`src/rtl/txdp_pkg.sv`:
```
package txdp_pkg;
  // Bit positions inside the 32-bit register words
  localparam int START_BIT = 31;
  localparam int EXH_BIT   = 8;
  // Default byte offsets in the register window
  localparam logic [7:0] DESC_BASE_OFF = 8'h20;
  localparam logic [7:0] STATUS_OFF    = 8'h30;
endpackage

```
`src/rtl/txdp_desc_regs.sv`:
```
module txdp_desc_regs
  import txdp_pkg::*;
#(
  parameter int NUM_DESC = 4,
  parameter int LEN_W    = 16,
  parameter int ADDR_W   = 8,
  parameter logic [ADDR_W-1:0] DESC_BASE = ADDR_W'(DESC_BASE_OFF),
  localparam int IDX_W   = (NUM_DESC > 1) ? $clog2(NUM_DESC) : 1
) (
  input  logic                      clk,
  input  logic                      rst_n,
  input  logic                      wr_en,
  input  logic [ADDR_W-1:0]         wr_addr,
  input  logic [LEN_W-1:0]          wr_len,
  input  logic                      wr_start,
  input  logic                      rel_en,
  input  logic [IDX_W-1:0]          rel_idx,
  output logic [NUM_DESC-1:0]       busy_o,
  output logic [NUM_DESC*LEN_W-1:0] len_o,
  output logic                      push_o,
  output logic [IDX_W-1:0]          push_idx_o
);

  logic [NUM_DESC-1:0] accept;

  for (genvar g = 0; g < NUM_DESC; g++) begin : g_slot
    localparam logic [ADDR_W-1:0] SLOT_ADDR = DESC_BASE + ADDR_W'(4 * g);
    logic             busy_q;
    logic [LEN_W-1:0] len_q;

    // A write lands only on a free slot
    assign accept[g] = wr_en && (wr_addr == SLOT_ADDR) && !busy_q;

    always_ff @(posedge clk or negedge rst_n) begin
      if (!rst_n) begin
        busy_q <= 1'b0;
        len_q  <= '0;
      end else begin
        if (accept[g]) begin
          len_q <= wr_len;
          if (wr_start) busy_q <= 1'b1;
        end else if (rel_en && (rel_idx == IDX_W'(g))) begin
          busy_q <= 1'b0;
        end
      end
    end

    assign busy_o[g] = busy_q;
    assign len_o[g*LEN_W +: LEN_W] = len_q;
  end

  // At most one slot accepts per cycle (single write port)
  always_comb begin
    push_o     = 1'b0;
    push_idx_o = '0;
    for (int i = 0; i < NUM_DESC; i++) begin
      if (accept[i] && wr_start) begin
        push_o     = 1'b1;
        push_idx_o = IDX_W'(i);
      end
    end
  end

endmodule

```
`src/rtl/txdp_order_q.sv`:
```
module txdp_order_q #(
  parameter int DEPTH = 4,
  parameter int IDX_W = 2,
  localparam int PTR_W = (DEPTH > 1) ? $clog2(DEPTH) : 1,
  localparam int CNT_W = $clog2(DEPTH + 1)
) (
  input  logic             clk,
  input  logic             rst_n,
  input  logic             push,
  input  logic [IDX_W-1:0] push_idx,
  input  logic             pop,
  output logic [IDX_W-1:0] head,
  output logic             empty,
  output logic [CNT_W-1:0] count
);

  logic [IDX_W-1:0] slots_q [DEPTH];
  logic [PTR_W-1:0] wr_ptr_q, rd_ptr_q;
  logic [CNT_W-1:0] cnt_q;

  function automatic logic [PTR_W-1:0] bump(input logic [PTR_W-1:0] p);
    return (p == PTR_W'(DEPTH - 1)) ? '0 : p + PTR_W'(1);
  endfunction

  always_ff @(posedge clk or negedge rst_n) begin
    if (!rst_n) begin
      wr_ptr_q <= '0;
      rd_ptr_q <= '0;
      cnt_q    <= '0;
      for (int i = 0; i < DEPTH; i++) slots_q[i] <= '0;
    end else begin
      if (push) begin
        slots_q[wr_ptr_q] <= push_idx;
        wr_ptr_q          <= bump(wr_ptr_q);
      end
      if (pop) rd_ptr_q <= bump(rd_ptr_q);
      case ({push, pop})
        2'b10:   cnt_q <= cnt_q + CNT_W'(1);
        2'b01:   cnt_q <= cnt_q - CNT_W'(1);
        default: cnt_q <= cnt_q;
      endcase
    end
  end

  assign head  = slots_q[rd_ptr_q];
  assign empty = (cnt_q == '0);
  assign count = cnt_q;

endmodule

```
`src/rtl/txdp_dispatch.sv`:
```
module txdp_dispatch #(
  parameter int IDX_W = 2
) (
  input  logic             clk,
  input  logic             rst_n,
  input  logic             q_empty,
  input  logic [IDX_W-1:0] q_head,
  output logic             q_pop,
  output logic             req_valid,
  input  logic             req_ready,
  input  logic             done,
  output logic             inflight,
  output logic [IDX_W-1:0] inflight_idx,
  output logic             rel_en,
  output logic [IDX_W-1:0] rel_idx
);

  logic             busy_q;
  logic [IDX_W-1:0] idx_q;

  assign req_valid = !q_empty && !busy_q;
  assign q_pop     = req_valid && req_ready;
  assign rel_en    = done && busy_q;
  assign rel_idx   = idx_q;

  always_ff @(posedge clk or negedge rst_n) begin
    if (!rst_n) begin
      busy_q <= 1'b0;
      idx_q  <= '0;
    end else if (q_pop) begin
      busy_q <= 1'b1;
      idx_q  <= q_head;
    end else if (rel_en) begin
      busy_q <= 1'b0;
    end
  end

  assign inflight     = busy_q;
  assign inflight_idx = idx_q;

endmodule

```
`src/rtl/txdesc_pool.sv`:
```
module txdesc_pool
  import txdp_pkg::*;
#(
  parameter int NUM_DESC = 4,
  parameter int LEN_W    = 16,
  parameter int ADDR_W   = 8,
  parameter logic [ADDR_W-1:0] DESC_BASE = ADDR_W'(DESC_BASE_OFF),
  parameter logic [ADDR_W-1:0] STAT_ADDR = ADDR_W'(STATUS_OFF),
  localparam int IDX_W   = (NUM_DESC > 1) ? $clog2(NUM_DESC) : 1,
  localparam int CNT_W   = $clog2(NUM_DESC + 1)
) (
  input  logic              clk,
  input  logic              rst_n,
  input  logic              wr_en,
  input  logic [ADDR_W-1:0] wr_addr,
  input  logic [31:0]       wr_data,
  input  logic [ADDR_W-1:0] rd_addr,
  output logic [31:0]       rd_data,
  output logic              tx_req_valid,
  input  logic              tx_req_ready,
  output logic [IDX_W-1:0]  tx_req_idx,
  output logic [LEN_W-1:0]  tx_req_len,
  input  logic              tx_done
);

  logic [NUM_DESC-1:0]       busy;
  logic [NUM_DESC*LEN_W-1:0] len_flat;
  logic                      push, pop, q_empty, rel_en, inflight;
  logic [IDX_W-1:0]          push_idx, q_head, rel_idx, inflight_idx;
  logic [CNT_W-1:0]          q_count;
  logic                      unused_wr_bits;

  assign unused_wr_bits = ^wr_data[START_BIT-1:LEN_W];

  txdp_desc_regs #(
    .NUM_DESC(NUM_DESC), .LEN_W(LEN_W), .ADDR_W(ADDR_W), .DESC_BASE(DESC_BASE)
  ) u_regs (
    .clk(clk), .rst_n(rst_n),
    .wr_en(wr_en), .wr_addr(wr_addr),
    .wr_len(wr_data[LEN_W-1:0]), .wr_start(wr_data[START_BIT]),
    .rel_en(rel_en), .rel_idx(rel_idx),
    .busy_o(busy), .len_o(len_flat),
    .push_o(push), .push_idx_o(push_idx)
  );

  txdp_order_q #(.DEPTH(NUM_DESC), .IDX_W(IDX_W)) u_order (
    .clk(clk), .rst_n(rst_n),
    .push(push), .push_idx(push_idx), .pop(pop),
    .head(q_head), .empty(q_empty), .count(q_count)
  );

  txdp_dispatch #(.IDX_W(IDX_W)) u_disp (
    .clk(clk), .rst_n(rst_n),
    .q_empty(q_empty), .q_head(q_head), .q_pop(pop),
    .req_valid(tx_req_valid), .req_ready(tx_req_ready), .done(tx_done),
    .inflight(inflight), .inflight_idx(inflight_idx),
    .rel_en(rel_en), .rel_idx(rel_idx)
  );

  assign tx_req_idx = q_head;
  assign tx_req_len = len_flat[q_head*LEN_W +: LEN_W];

  always_comb begin
    rd_data = '0;
    for (int i = 0; i < NUM_DESC; i++) begin
      if (rd_addr == DESC_BASE + ADDR_W'(4 * i)) begin
        rd_data[LEN_W-1:0] = len_flat[i*LEN_W +: LEN_W];
        rd_data[START_BIT] = busy[i];
      end
    end
    if (rd_addr == STAT_ADDR) begin
      rd_data[NUM_DESC-1:0] = ~busy;
      rd_data[EXH_BIT]      = &busy;
    end
  end

endmodule

```
`config.mk`:
```
export PLATFORM = sky130hd
export DESIGN_NAME = txdesc_pool
export DESIGN_NICKNAME = d
export VERILOG_FILES = /design/src/rtl/txdp_pkg.sv /design/src/rtl/txdp_desc_regs.sv /design/src/rtl/txdp_order_q.sv /design/src/rtl/txdp_dispatch.sv /design/src/rtl/txdesc_pool.sv
export SDC_FILE = /design/constraint.sdc
export NUM_CORES = 1
export LEC_CHECK = 0
export BUFFER_PORTS_ARGS = -buffer_cell sky130_fd_sc_hd__buf_2
export CAP_MARGIN = 25
export CORE_ASPECT_RATIO = 0.75
export CORE_MARGIN = 4
export CORE_UTILIZATION = 30
export CTS_BUF_LIST = sky130_fd_sc_hd__clkbuf_16
export DETAILED_ROUTE_END_ITERATION = 7
export PLACE_DENSITY = 0.57
export REMOVE_ABC_BUFFERS = 1
export SLEW_MARGIN = 20
export SYNTH_ARGS = -nofsm -noshare
export SYNTH_HDL_FRONTEND = slang
export SYNTH_HIERARCHICAL = 1
export SYNTH_SLANG_ARGS = --single-unit
```
`constraint.sdc`:
```
create_clock -name clk -period 8.4 [get_ports clk]
set_input_delay 2.52 -clock clk [delete_from_list [all_inputs] [get_ports clk]]
set_output_delay 2.52 -clock clk [all_outputs]
set_load 0.02 [all_outputs]
```
; Word level (Yosys, flattened, before mapping)
; Cells that the tools add are included.
; Widths: inputs -> output; s select.
[word_totals]
input_bits = 53
reg_bits = 86
output_inout_bits = 51
[classes]
n_lt_le_gt_ge = 3
add_sub_neg = 4
n_eq_ne = 20
reduce_logical = 39
muxes = 37
shifts = 1
n_bitwise = 3
[ops]
columns = operator, n
row1 = $eq 8x6->1 const B, 9
row2 = $mux 16, 4
row3 = $shiftx 64x7->16, 1
row4 = $mux 1, 21
row5 = $logic_and 1x1->1, 20
row6 = $mux 2, 7
row7 = $reduce_bool 2->1, 6
row8 = $eq 2x2->1 const B, 5
row9 = $bwmux 8, 1
row10 = $ne 2x2->1 const B, 4
row11 = $reduce_and 2->1, 4
row12 = $ge 3x3->1 const B, 2
row13 = $logic_not 1->1, 6
row14 = $not 2->3, 2
row15 = $pmux 3 s2, 1
row16 = $add 2x1->2 const B, 2
row17 = $bmux 2 s2, 1
row18 = $demux 2 s2, 1
row19 = $eq 2x1->1 const B, 2
row20 = $mux 4, 1
row21 = $not 4->4, 1
row22 = $reduce_and 4->1, 1
row23 = $add 3x1->3 const B, 1
row24 = $logic_not 3->1, 1
row25 = 3 further kinds, 3

; Depth between registers and ports, before layout
; Gate-level depths: netlist (run 1).
[logic_depth]
word_depth = 10
ltp_mapped = 10
mapped_depth_nobuf = 10

; By module
; Netlist (run 1), hierarchy kept.
[by_module_without_submodules]
columns = module, n_inst, area_each_um2, cells_each, seq_area_each_um2
row1 = txdp_desc_regs, 1, 2732.6, 175, 1701.6
row2 = txdesc_pool, 1, 1157.4, 105, 0.0
row3 = txdp_order_q, 1, 734.5, 55, 375.4
row4 = txdp_dispatch, 1, 155.1, 12, 75.1

; Worst setup path after synthesis (run 1)
; Ideal clock, no wire load.
[synth_timing]
kind = input to output
startpoint = input rd_addr[2]
endpoint = output rd_data[0]
stages = 4
n_path_buf = 1
required_ns = 5.880
path_slack_ns = 2.354
t_arrival_ns = 3.526
path_cell_list = buf_6 -> or4_4 -> o32ai_1 -> o2111a_1
[synth_between]
elab_chain_len = 6
word_cells_on_any_way = 10
[synth_rtl]
columns = item, line
row1 = "start, declared", txdesc_pool.sv:17  ; input logic [ADDR_W-1:0] rd_addr,
row2 = $eq 8x6->1, txdesc_pool.sv:66  ; if (rd_addr == DESC_BASE + ADDR_W'(4 * i)) begin
row3 = $mux 16 (4 in series), txdesc_pool.sv:66
row4 = $mux 4 (*), txdesc_pool.sv:71  ; if (rd_addr == STAT_ADDR) begin
row5 = "end, declared", txdesc_pool.sv:18  ; output logic [31:0] rd_data,
; Every way passes the cells marked *; elsewhere a longest branch is shown, timed or not.

; Final worst setup path (run 1)
[layout_timing]
startpoint = input rd_addr[2]
endpoint = output rd_data[31]
[layout_between]
elab_chain_len = 5
word_cells_on_any_way = 8
[layout_rtl]
columns = item, line
row1 = $eq 8x6->1, txdesc_pool.sv:66
row2 = $mux 1 (3 in series), txdesc_pool.sv:66
row3 = $mux 1 (*), txdesc_pool.sv:66
; Marked as above.

==> results_tabular.tex, run 1 <==
\begin{tabular}{lr}
\hline
Metric & Value \\
\hline
\multicolumn{2}{l}{\textbf{Run status}} \\
\quad Result of the run & finished, final reports clean \\
\multicolumn{2}{l}{\textbf{Layout}} \\
\quad Footprint of the multi-input gates & 2380 µm² \\
\quad Number of nets in the finished design & 471 \\
\quad Number of filler instances in the final layout & 1543 \\
\quad Sequential cell area in the final layout & 2150 µm² \\
\quad Diode insertion count for antenna repair & 0 \\
\quad Fraction of final layout cells sized beyond drive strength 1 & 0.506 \\
\quad Synth-to-layout area growth & 15.0\% \\
\multicolumn{2}{l}{\textbf{Floorplan}} \\
\quad Height of the die & 117 µm \\
\quad Die extent in x & 154 µm \\
\quad Die area & 18000 µm² \\
\quad Initial Util & 0.310 \\
\quad Floorplan core area & 15400 µm² \\
\quad I/O pin cnt & 104 \\
\quad Row count & 39 \\
\multicolumn{2}{l}{\textbf{Critical path}} \\
\quad Startpoint type of the worst setup path & input pin \\
\quad Worst endpoint required time & 5.88 ns \\
\quad CP Data Arrival Time & 4.06 ns \\
\quad Largest fanout on the critical path & 25 \\
\quad Type of the setup path with the least slack & in2out \\
\quad Nature of the critical path endpoint & primary output \\
\multicolumn{2}{l}{\textbf{STA}} \\
\quad Final setup violation count & 0 \\
\quad Layout Skew & 0.00975 ns \\
\quad Worst path setup slack after routing & 1.82 ns \\
\quad Max-slew headroom at the worst pin & 0.478 \\
\quad Max-slew violation count & 0 \\
\quad Transition time at the pin with the least slew margin & 0.781 ns \\
\quad Unrepaired setup endpoints after global routing & false \\
\quad Crit share post-route & 0.784 \\
\quad Maximum clock rate & 0.152 GHz \\
\quad Setup TNS & 0 ns \\
\quad Shortest period the worst path allows & 6.58 ns \\
\quad Final count of hold timing violations & 0 \\
\multicolumn{2}{l}{\textbf{Detailed routing}} \\
\quad Routed wire length & 12000 µm \\
\quad Number of DRC violations after detailed-routing iteration 0 & 125 \\
\quad DR vias & 3146 \\
\quad DRC & 0 \\
\quad Via-per-instance ratio & 5.07 \\
\quad Number of nets with antenna violations after detailed routing & 0 \\
\quad Wire length per cell after detailed routing & 19.3 µm \\
\quad First drt pass iteration count & 4 \\
\multicolumn{2}{l}{\textbf{Synthesis}} \\
\quad Biggest area contributors in the synthesized netlist & sky130\_fd\_sc\_hd\_\_dfrtp\_1 (45\%), sky130\_fd\_sc\_hd\_\_mux2\_2 (18\%), sky130\_fd\_sc\_hd\_\_mux4\_2 (14\%) \\
\quad Post-synthesis instance area & 4780 µm² \\
\quad Synth area leader & sky130\_fd\_sc\_hd\_\_dfrtp\_1 \\
\quad Most used DFF post-synth & sky130\_fd\_sc\_hd\_\_dfrtp\_1 \\
\quad Syn. warnings & 6 \\
\quad Number of instances in the synthesized netlist & 347 \\
\quad Leading cell type by number of instances after synthesis & sky130\_fd\_sc\_hd\_\_dfrtp\_1 \\
\quad Number of enable-type register cells in the synthesized netlist & 0 \\
\quad Flip-flop and latch count after synthesis & 86 \\
\quad Top cells by instance count after synthesis & sky130\_fd\_sc\_hd\_\_dfrtp\_1 (86), sky130\_fd\_sc\_hd\_\_mux2\_2 (76), sky130\_fd\_sc\_hd\_\_mux4\_2 (30) \\
\quad Post-synthesis area per instance & 13.8 µm² \\
\quad Count of different cell masters after synthesis & 47 \\
\quad Synth async-reset ratio & 1.00 \\
\quad Sequential cell area fraction in the yosys report & 0.450 \\
\quad Area share of the largest cell type after synthesis & 0.450 \\
\multicolumn{2}{l}{\textbf{Flow run}} \\
\quad Maximum Capacitance Violations & 0 \\
\multicolumn{2}{l}{\textbf{Global route}} \\
\quad Global-route total usage across every layer & 0.135 \\
\quad GR Overflow Total & 0 \\
\quad Largest net degree at the start of global routing & 62 \\
\quad Wire length of the first global-routing pass & 19100 µm \\
\quad Initial antenna violation count & 0 \\
\quad Vias in the first global route & 3378 \\
\multicolumn{2}{l}{\textbf{Clocking}} \\
\quad Root buffer selected by CTS & sky130\_fd\_sc\_hd\_\_clkbuf\_16 \\
\quad Register clock-pin slew on the reported worst setup and hold paths & 0.06 ns \\
\quad Setup bufs post-CTS & 0 \\
\quad Number of hold-repair buffers added at the cts stage & 0 \\
\quad Number of sinks driven by the clock tree & 86 \\
\quad Number of buffers added by the clock tree synthesis step & 9 \\
\quad H-tree depth & 3 \\
\quad Cts repair resizes & 0 \\
\quad CTS tree & done \\
\quad Worst-Skew Late Latency & 0.33 ns \\
\quad Largest buffer count on any clock path & 2 \\
\multicolumn{2}{l}{\textbf{Power and ir drop}} \\
\quad Power per Cell Area & 183 nW/µm² \\
\quad Peak VDD IR & 0.000107 V \\
\quad Total leakage power & 2.67 nW \\
\multicolumn{2}{l}{\textbf{Min path}} \\
\quad Worst min-delay path class & reg2reg \\
\multicolumn{2}{l}{\textbf{Place}} \\
\quad Gpl congestion & 0.803 \\
\quad \# port buffers & 73 \\
\quad Final HPWL from detailed placement & 8160 µm \\
\quad Post-place setup slack & 1.78 ns \\
\hline
\end{tabular}
[per-layer routing]
metal	GRT usage	vias to the layer above	part of all wire
met4	0.0320	0	0.010
li1	-	1410	-
met3	0.0328	11	0.062
met1	0.175	1620	0.44
met2	0.229	105	0.49
met5	0	-	0
[state kept, by name, summed over array words and instances, names as in the netlist]
name / cells
u_regs/g_slot.len_q: 64
u_order/rd_ptr_q: 2
u_regs/g_slot.busy_q: 4
u_order/slots_q: 8
u_order/count: 3
u_disp/inflight_idx: 2
u_disp/inflight: 1
u_order/wr_ptr_q: 2
[stage by stage]
stage / cells / instance area, µm² / util / hold slack, ns / total power [mW]
after CTS: 620 / 5500 / 0.356 / 0.478 / 1.02
final: 620 / 5500 / 0.356 / 0.474 / 1.01
after global placement: 605 / 5220 / 0.338 / 0.458 / 0.633
after floorplan: 323 / 4550 / - / 0.443 / 0.581
after detailed placement: 605 / 5220 / 0.338 / 0.466 / 0.643
after global routing: 620 / 5500 / 0.356 / 0.485 / 1.06
[area by class of cell]
cell class	count	area share
repair buffers	77	0.0724
inverters	9	0.00615
clock inverters	6	0.00979
flip-flops and latches	86	0.392
multi-input cells	228	0.432
well taps	205	0.0467
clock buffers	9	0.0410
[where the power goes]
group / internal, mW / leakage, nW / switching [mW]
Clock: 0.225 / 0.134 / 0.149
Combinational: 0.0742 / 1.37 / 0.0856
Sequential: 0.446 / 1.17 / 0.0285
Total: 0.745 / 2.67 / 0.263
[worst max-delay path, cell delays in order]
cell	delay (ns)
sky130_fd_sc_hd__buf_2	0.57
sky130_fd_sc_hd__mux4_2	0.59
sky130_fd_sc_hd__and3_1	0.20
sky130_fd_sc_hd__buf_2	0.16
[worst paths after layout]
check                                               startpoint                                     to  slack, ns  depth (start not counted)
setup / recovery                                    rd_addr[2]                            rd_data[31]       1.82                          4
hold / removal                    u_order/count[2]$_DFFE_PN0P_           u_order/count[2]$_DFFE_PN0P_       0.47                          1
setup reg to reg           u_regs/g_slot[3].busy_q$_DFFE_PN0P_           u_order/count[2]$_DFFE_PN0P_       5.94                         11
hold reg to reg                   u_order/count[2]$_DFFE_PN0P_           u_order/count[2]$_DFFE_PN0P_       0.47                          1
max in group asynchronous                                rst_n  u_regs/g_slot[3].len_q[1]$_DFFE_PN0P_       5.21                          2
min in group asynchronous                                rst_n  u_regs/g_slot[1].len_q[5]$_DFFE_PN0P_       2.09                          1
[placed cells by master (no fill, tap or decap), drive strengths merged, types with 5 or more instances in the layout]
cell type,count
a21oi,5
and3,12
buf,77
clkbuf,9
conb,15
dfrtp,86
ha,6
inv,9
mux2,76
mux4,30
nand2,8
nand3,8
nand4,5
nor2,18
o2111a,5
o32ai,5
[logic make-up (layout without fill, tap and decap cells)]
| group | after synthesis | count (layout) | synth area share |
|---|---|---|---|
| flip-flops | 86 | 86 | 0.450 |
| other | 1 | 15 | 0.000785 |
| AO/OA/AOI/OAI | 26 | 26 | 0.0427 |
| adder cells (fa/ha/maj) | 7 | 7 | 0.0199 |
| multiplexers | 108 | 108 | 0.325 |
| AND/OR/NAND/NOR | 69 | 69 | 0.0906 |
| buffers and inverters | 47 | 101 | 0.0657 |
| XOR/XNOR | 3 | 3 | 0.00550 |
Note: power is estimated with default switching activity, not from simulation.
==> inputs of run 2 (changes only) <==
--- a/config.mk
+++ b/config.mk
@@ -12,7 +12,7 @@
 export CORE_UTILIZATION = 30
 export CTS_BUF_LIST = sky130_fd_sc_hd__clkbuf_16
 export DETAILED_ROUTE_END_ITERATION = 7
-export PLACE_DENSITY = 0.57
+export PLACE_DENSITY = 0.59
 export REMOVE_ABC_BUFFERS = 1
 export SLEW_MARGIN = 20
 export SYNTH_ARGS = -nofsm -noshare
==> constraint.sdc (replaced) <==
create_clock -name clk -period 5.66 [get_ports clk]
set_input_delay 1.698 -clock clk [delete_from_list [all_inputs] [get_ports clk]]
set_output_delay 1.698 -clock clk [all_outputs]
set_load 0.02 [all_outputs]
==> run 2 against run 1 <==
Sequential cell count unchanged. First-iteration DRC count up 54%. Via count is 0.29% lower. Worst hold slack got worse by 0.0047 ns. Cell area is 0.48% higher. Clock skew decreased by 0.0041 ns. Combinational power up 45%. Non-clock buffer count unchanged. Clock-buffer cell count unchanged. Worst setup slack got worse by 1.1 ns. Global-route usage is essentially flat. Critical path depth unchanged.
==> results_tabular.tex, run 2 (synthesized netlist as in run 1, its figures left out) <==
\begin{tabular}{lr}
\hline
Metric & Value \\
\hline
\multicolumn{2}{l}{\textbf{Global route}} \\
\quad Initial antenna violation count & 0 \\
\quad Vias in the first global route & 3369 \\
\quad GR Overflow Total & 0 \\
\quad Largest net degree at the start of global routing & 60 \\
\quad Wire length of the first global-routing pass & 19100 µm \\
\quad Global-route total usage across every layer & 0.135 \\
\multicolumn{2}{l}{\textbf{STA}} \\
\quad Transition time at the pin with the least slew margin & 0.829 ns \\
\quad Layout Skew & 0.00568 ns \\
\quad Maximum clock rate & 0.201 GHz \\
\quad Final setup violation count & 0 \\
\quad Crit share post-route & 0.878 \\
\quad Max-slew violation count & 0 \\
\quad Unrepaired setup endpoints after global routing & false \\
\quad Max-slew headroom at the worst pin & 0.446 \\
\quad Setup TNS & 0 ns \\
\quad Final count of hold timing violations & 0 \\
\quad Shortest period the worst path allows & 4.97 ns \\
\multicolumn{2}{l}{\textbf{Clocking}} \\
\quad Cts repair resizes & 0 \\
\quad Register clock-pin slew on the reported worst setup and hold paths & 0.06 ns \\
\quad Number of sinks driven by the clock tree & 86 \\
\quad Setup bufs post-CTS & 0 \\
\quad Number of buffers added by the clock tree synthesis step & 9 \\
\quad Worst-Skew Late Latency & 0.33 ns \\
\quad Number of hold-repair buffers added at the cts stage & 0 \\
\quad CTS tree & done \\
\quad Root buffer selected by CTS & sky130\_fd\_sc\_hd\_\_clkbuf\_16 \\
\quad H-tree depth & 3 \\
\quad Largest buffer count on any clock path & 2 \\
\multicolumn{2}{l}{\textbf{Floorplan}} \\
\quad Initial Util & 0.310 \\
\quad I/O pin cnt & 104 \\
\quad Die extent in x & 154 µm \\
\quad Height of the die & 117 µm \\
\quad Floorplan core area & 15400 µm² \\
\quad Die area & 18000 µm² \\
\quad Row count & 39 \\
\multicolumn{2}{l}{\textbf{Layout}} \\
\quad Highest-count cells in the layout ignoring fill and taps & sky130\_fd\_sc\_hd\_\_dfrtp\_1 (86), sky130\_fd\_sc\_hd\_\_mux2\_2 (76), sky130\_fd\_sc\_hd\_\_buf\_2 (72) \\
\quad Number of flip-flops in the largest register & 64 \\
\quad Largest reg by FF count & u\_regs/g\_slot.len\_q \\
\quad Number of nets in the finished design & 471 \\
\quad Synth-to-layout area growth & 15.5\% \\
\quad Diode insertion count for antenna repair & 0 \\
\quad Fin util & 0.358 \\
\quad Commonest non-fill, non-tap cell in the layout & sky130\_fd\_sc\_hd\_\_dfrtp\_1 \\
\quad Fraction of final layout cells sized beyond drive strength 1 & 0.508 \\
\quad Regs by FF count & u\_regs/g\_slot.len\_q x64, u\_order/slots\_q x8, u\_regs/g\_slot.busy\_q x4 \\
\multicolumn{2}{l}{\textbf{Power and ir drop}} \\
\quad Total leakage power & 2.69 nW \\
\quad Peak VDD IR & 0.000134 V \\
\quad Power per Cell Area & 280 nW/µm² \\
\multicolumn{2}{l}{\textbf{Detailed routing}} \\
\quad DRC & 0 \\
\quad Number of nets with antenna violations after detailed routing & 0 \\
\quad First drt pass iteration count & 4 \\
\quad Via-per-instance ratio & 5.06 \\
\quad DR vias & 3137 \\
\quad Routed wire length & 11900 µm \\
\quad Number of DRC violations after detailed-routing iteration 0 & 193 \\
\quad Wire length per cell after detailed routing & 19.1 µm \\
\multicolumn{2}{l}{\textbf{Critical path}} \\
\quad Type of the setup path with the least slack & in2out \\
\quad Nature of the critical path endpoint & primary output \\
\quad CP Data Arrival Time & 3.27 ns \\
\quad Startpoint type of the worst setup path & input pin \\
\quad Worst endpoint required time & 3.96 ns \\
\quad Largest fanout on the critical path & 25 \\
\multicolumn{2}{l}{\textbf{Flow run}} \\
\quad Maximum Capacitance Violations & 0 \\
\multicolumn{2}{l}{\textbf{Min path}} \\
\quad Worst min-delay path class & reg2reg \\
\multicolumn{2}{l}{\textbf{Place}} \\
\quad Gpl congestion & 0.771 \\
\quad \# port buffers & 73 \\
\quad Final HPWL from detailed placement & 8010 µm \\
\multicolumn{2}{l}{\textbf{Run status}} \\
\quad Result of the run & finished, final reports clean \\
\hline
\end{tabular}
run 2: path summary, 6_finish.rpt:
kind / slack, ns / to / cells past startpoint / start
max reg2reg: 3.16 / u_order/count[2]$_DFFE_PN0P_ / 11 / u_regs/g_slot[1].busy_q$_DFFE_PN0P_
min reg2reg: 0.47 / u_order/count[2]$_DFFE_PN0P_ / 1 / u_order/count[2]$_DFFE_PN0P_
max in group asynchronous: 3.29 / u_regs/g_slot[2].len_q[14]$_DFFE_PN0P_ / 2 / rst_n
min: 0.47 / u_order/count[2]$_DFFE_PN0P_ / 1 / u_order/count[2]$_DFFE_PN0P_
min in group asynchronous: 1.29 / u_regs/g_slot[1].busy_q$_DFFE_PN0P_ / 1 / rst_n
max: 0.69 / rd_data[13] / 4 / rd_addr[2]
run 2: critical path, cell delays in order:
cell and delay (ns):
sky130_fd_sc_hd__buf_2 0.59, sky130_fd_sc_hd__mux4_2 0.58, sky130_fd_sc_hd__and3_1 0.22, sky130_fd_sc_hd__buf_2 0.16
run 2: metrics by stage:
step                setup WS [ns]  hold slack [ns]  area, µm²  instances  total power, mW
finish                      0.691            0.469       5520        620             1.55
floorplan                    1.10            0.443       4550        323            0.862
global route                0.552            0.501       5520        620             1.63
global placement            0.700            0.460       5220        605            0.940
detailed placement          0.675            0.461       5220        605            0.952
CTS                         0.678            0.473       5520        620             1.57
run 2: area by class of cell:
cell class              count  area (µm²)
fillers                  1523        9900
clock inverters             6        80.1
flip-flops and latches     86        2150
clock buffers               9         225
repair buffers             77         398
multi-input cells         228        2380
well taps                 205         256
inverters                   9        33.8
run 2: power by group:
| part | switching (mW) | total, mW | internal (mW) |
|---|---|---|---|
| sequential | 0.0427 | 0.705 | 0.662 |
| clock | 0.230 | 0.610 | 0.380 |
| combinational | 0.123 | 0.232 | 0.108 |
| total | 0.397 | 1.55 | 1.15 |
run 2: layer usage:
layer	GRT usage	vias to the layer above	routed length (µm)
li1	-	1396	-
met1	0.185	1651	5470
met2	0.214	81	5640
met3	0.0434	9	657
met4	0.0215	0	88
met5	0	-	0
==> inputs of run 3 (changes only) <==
--- a/config.mk
+++ b/config.mk
@@ -9,10 +9,10 @@
 export CAP_MARGIN = 25
 export CORE_ASPECT_RATIO = 0.75
 export CORE_MARGIN = 4
-export CORE_UTILIZATION = 30
+export CORE_UTILIZATION = 45
 export CTS_BUF_LIST = sky130_fd_sc_hd__clkbuf_16
 export DETAILED_ROUTE_END_ITERATION = 7
-export PLACE_DENSITY = 0.59
+export PLACE_DENSITY = 0.79
 export REMOVE_ABC_BUFFERS = 1
 export SLEW_MARGIN = 20
 export SYNTH_ARGS = -nofsm -noshare
==> run 3 against run 2 <==
Combinational power about the same. Register-to-register slack better by 0.09 ns. First-iteration DRC count up 16%. Core utilization rose by 16 points. Total power fell by 3.3%. Final cell count down 11%. Via count is 1.1% lower. Die area shrank 32%. Non-clock buffer count down 1. Critical path type unchanged. Largest power group unchanged.
==> results_tabular.tex, run 3 (synthesized netlist as in run 1, its figures left out) <==
\begin{tabular}{lr}
\hline
Metric & Value \\
\hline
\multicolumn{2}{l}{\textbf{Power and ir drop}} \\
\quad Switching part of the total power & 0.261 \\
\quad Power spent charging and discharging nets & 0.390 mW \\
\quad Clock group share of total power & 0.372 \\
\quad Power per Cell Area & 277 nW/µm² \\
\quad Peak VDD IR & 0.000125 V \\
\quad Total leakage power & 2.67 nW \\
\quad Seq pwr share & 0.473 \\
\quad Combinational cell fraction of total power & 0.155 \\
\quad Internal Power & 1.11 mW \\
\multicolumn{2}{l}{\textbf{Layout}} \\
\quad Count of placed standard cells in the final layout, fillers left out & 549 \\
\quad Regs by FF count & u\_regs/g\_slot.len\_q x64, u\_order/slots\_q x8, u\_regs/g\_slot.busy\_q x4 \\
\quad Final design area excluding fillers & 5400 µm² \\
\quad Commonest non-fill, non-tap cell in the layout & sky130\_fd\_sc\_hd\_\_dfrtp\_1 \\
\quad Number of nets in the finished design & 470 \\
\quad Number of flip-flops in the largest register & 64 \\
\quad Highest-count cells in the layout ignoring fill and taps & sky130\_fd\_sc\_hd\_\_dfrtp\_1 (86), sky130\_fd\_sc\_hd\_\_mux2\_2 (76), sky130\_fd\_sc\_hd\_\_buf\_2 (72) \\
\quad Fraction of final layout cells sized beyond drive strength 1 & 0.506 \\
\quad Largest reg by FF count & u\_regs/g\_slot.len\_q \\
\quad Synth-to-layout area growth & 13.0\% \\
\quad Diode insertion count for antenna repair & 0 \\
\quad Footprint of the multi-input gates & 2370 µm² \\
\quad Sequential cell area in the final layout & 2150 µm² \\
\quad Number of filler instances in the final layout & 881 \\
\multicolumn{2}{l}{\textbf{STA}} \\
\quad Crit share post-route & 0.868 \\
\quad Shortest period the worst path allows & 4.91 ns \\
\quad Maximum clock rate & 0.204 GHz \\
\quad Tightest hold margin & 0.466 ns \\
\quad Transition time at the pin with the least slew margin & 0.765 ns \\
\quad Final count of hold timing violations & 0 \\
\quad Max-slew headroom at the worst pin & 0.490 \\
\quad Worst path setup slack after routing & 0.746 ns \\
\quad Max-slew violation count & 0 \\
\quad Final setup violation count & 0 \\
\quad Unrepaired setup endpoints after global routing & false \\
\quad Setup TNS & 0 ns \\
\quad Layout Skew & 0.00981 ns \\
\multicolumn{2}{l}{\textbf{Critical path}} \\
\quad Critical Path Slowest Stage Cell & sky130\_fd\_sc\_hd\_\_mux4\_2 \\
\quad Largest fanout on the critical path & 25 \\
\quad Type of the setup path with the least slack & in2out \\
\quad Peak per-stage delay on the critical path & 0.58 ns \\
\quad FF-to-FF path depth & 11 \\
\quad Worst endpoint required time & 3.96 ns \\
\quad Most used cell, CP & sky130\_fd\_sc\_hd\_\_buf\_2 \\
\quad CP cell instances & buf\_2 -> mux4\_2 -> and3\_1 -> buf\_2 \\
\quad RR Endpoint & u\_order/count[2]\$\_DFFE\_PN0P\_ \\
\quad Nature of the critical path endpoint & primary output \\
\quad Setup slack of the worst register-to-register path & 3.25 ns \\
\quad Startpoint type of the worst setup path & input pin \\
\quad CP Data Arrival Time & 3.22 ns \\
\quad Critical register-to-register path startpoint & u\_regs/g\_slot[3].busy\_q\$\_DFFE\_PN0P\_ \\
\multicolumn{2}{l}{\textbf{Clocking}} \\
\quad H-tree depth & 3 \\
\quad Worst-Skew Late Latency & 0.33 ns \\
\quad CTS tree & done \\
\quad Cts repair resizes & 0 \\
\quad Number of hold-repair buffers added at the cts stage & 0 \\
\quad Number of buffers added by the clock tree synthesis step & 9 \\
\quad Root buffer selected by CTS & sky130\_fd\_sc\_hd\_\_clkbuf\_16 \\
\quad Setup bufs post-CTS & 0 \\
\quad Largest buffer count on any clock path & 2 \\
\quad Register clock-pin slew on the reported worst setup and hold paths & 0.06 ns \\
\quad Number of sinks driven by the clock tree & 86 \\
\multicolumn{2}{l}{\textbf{Detailed routing}} \\
\quad Routed wire length & 10900 µm \\
\quad DRC & 0 \\
\quad Number of DRC violations after detailed-routing iteration 0 & 223 \\
\quad First drt pass iteration count & 4 \\
\quad Via-per-instance ratio & 5.65 \\
\quad DR vias & 3104 \\
\quad Wire length per cell after detailed routing & 19.8 µm \\
\quad Number of nets with antenna violations after detailed routing & 0 \\
\multicolumn{2}{l}{\textbf{Global route}} \\
\quad Initial antenna violation count & 0 \\
\quad Wire length of the first global-routing pass & 17700 µm \\
\quad Global-route total usage across every layer & 0.182 \\
\quad GR Overflow Total & 0 \\
\quad Largest net degree at the start of global routing & 87 \\
\quad Vias in the first global route & 3346 \\
\multicolumn{2}{l}{\textbf{Place}} \\
\quad Gpl congestion & 0.804 \\
\quad Post-place setup slack & 0.732 ns \\
\quad Number of placed instances with taps included & 535 \\
\quad \# port buffers & 73 \\
\quad Final HPWL from detailed placement & 7310 µm \\
\quad Instance area after placement & 5120 µm² \\
\multicolumn{2}{l}{\textbf{Min path}} \\
\quad Hold Path Cell Cnt & 1 \\
\quad Hold Path Sink & u\_order/count[2]\$\_DFFE\_PN0P\_ \\
\quad Min-delay src & u\_order/count[2]\$\_DFFE\_PN0P\_ \\
\quad Worst min-delay path class & reg2reg \\
\multicolumn{2}{l}{\textbf{Floorplan}} \\
\quad I/O pin cnt & 104 \\
\quad Row count & 32 \\
\quad Floorplan core area & 10300 µm² \\
\quad Initial Util & 0.463 \\
\quad Die area & 12400 µm² \\
\quad Height of the die & 97.3 µm \\
\quad Die extent in x & 127 µm \\
\multicolumn{2}{l}{\textbf{Flow run}} \\
\quad Maximum Capacitance Violations & 0 \\
\multicolumn{2}{l}{\textbf{Run status}} \\
\quad Result of the run & finished, final reports clean \\
\hline
\end{tabular}
run 3: cell count changes in the layout (fill, tap and decap cells not counted):
cell / change
sky130_fd_sc_hd__buf_6: +1
sky130_fd_sc_hd__buf_4: -2
sky130_fd_sc_hd__nor3_1: +1
sky130_fd_sc_hd__inv_1: -1
sky130_fd_sc_hd__nor3_2: -1
sky130_fd_sc_hd__bufinv_16: -1
sky130_fd_sc_hd__clkinvlp_4: +1
run 3: worst max-delay path by stage:
stage / startpoint / to / slack, ns
6_report: rd_addr[2] / rd_data[9] / 0.75
5_1_grt: rd_addr[2] / rd_data[15] / 0.66
4_1_cts: rd_addr[2] / rd_data[9] / 0.73
3_5_place_dp: rd_addr[2] / rd_data[9] / 0.73
3_3_place_gp: rd_addr[2] / rd_data[9] / 0.76
2_1_floorplan: rd_addr[7] / rd_data[2] / 1.10
run 3: power by group through the flow:
stage / combinational [mW] / clock (mW) / sequential, mW
2_1_floorplan: 0.158 / 0 / 0.704
3_3_place_gp: 0.220 / 0 / 0.712
3_5_place_dp: 0.232 / 0 / 0.717
4_1_cts: 0.234 / 0.567 / 0.708
5_1_grt: 0.257 / 0.596 / 0.715
6_report: 0.232 / 0.556 / 0.707
run 3: routing by layer:
metal	part of all wire	GRT usage	up-vias
met3	0.065	0.0269	13
met5	0	0	-
li1	-	-	1396
met2	0.49	0.298	118
met4	0.011	0.0544	0
met1	0.43	0.253	1577
run 3: area by class of cell:
type	count	area share
flip-flops and latches	86	0.399
well taps	136	0.0315
clock buffers	9	0.0417
inverters	9	0.00626
multi-input cells	228	0.439
clock inverters	5	0.00996
repair buffers	76	0.0730
run 3: per-stage QoR:
step	util	total power, mW
2_1_floorplan	-	0.862
3_3_place_gp	0.495	0.932
3_5_place_dp	0.495	0.949
4_1_cts	0.522	1.51
5_1_grt	0.523	1.57
6_report	0.523	1.50
run 3: worst max-delay path, delay by kind of cell:
family / cells / cell delay [ns]
buffers and inverters: 2 / 0.71
AND/OR/NAND/NOR: 1 / 0.21
multiplexers: 1 / 0.58
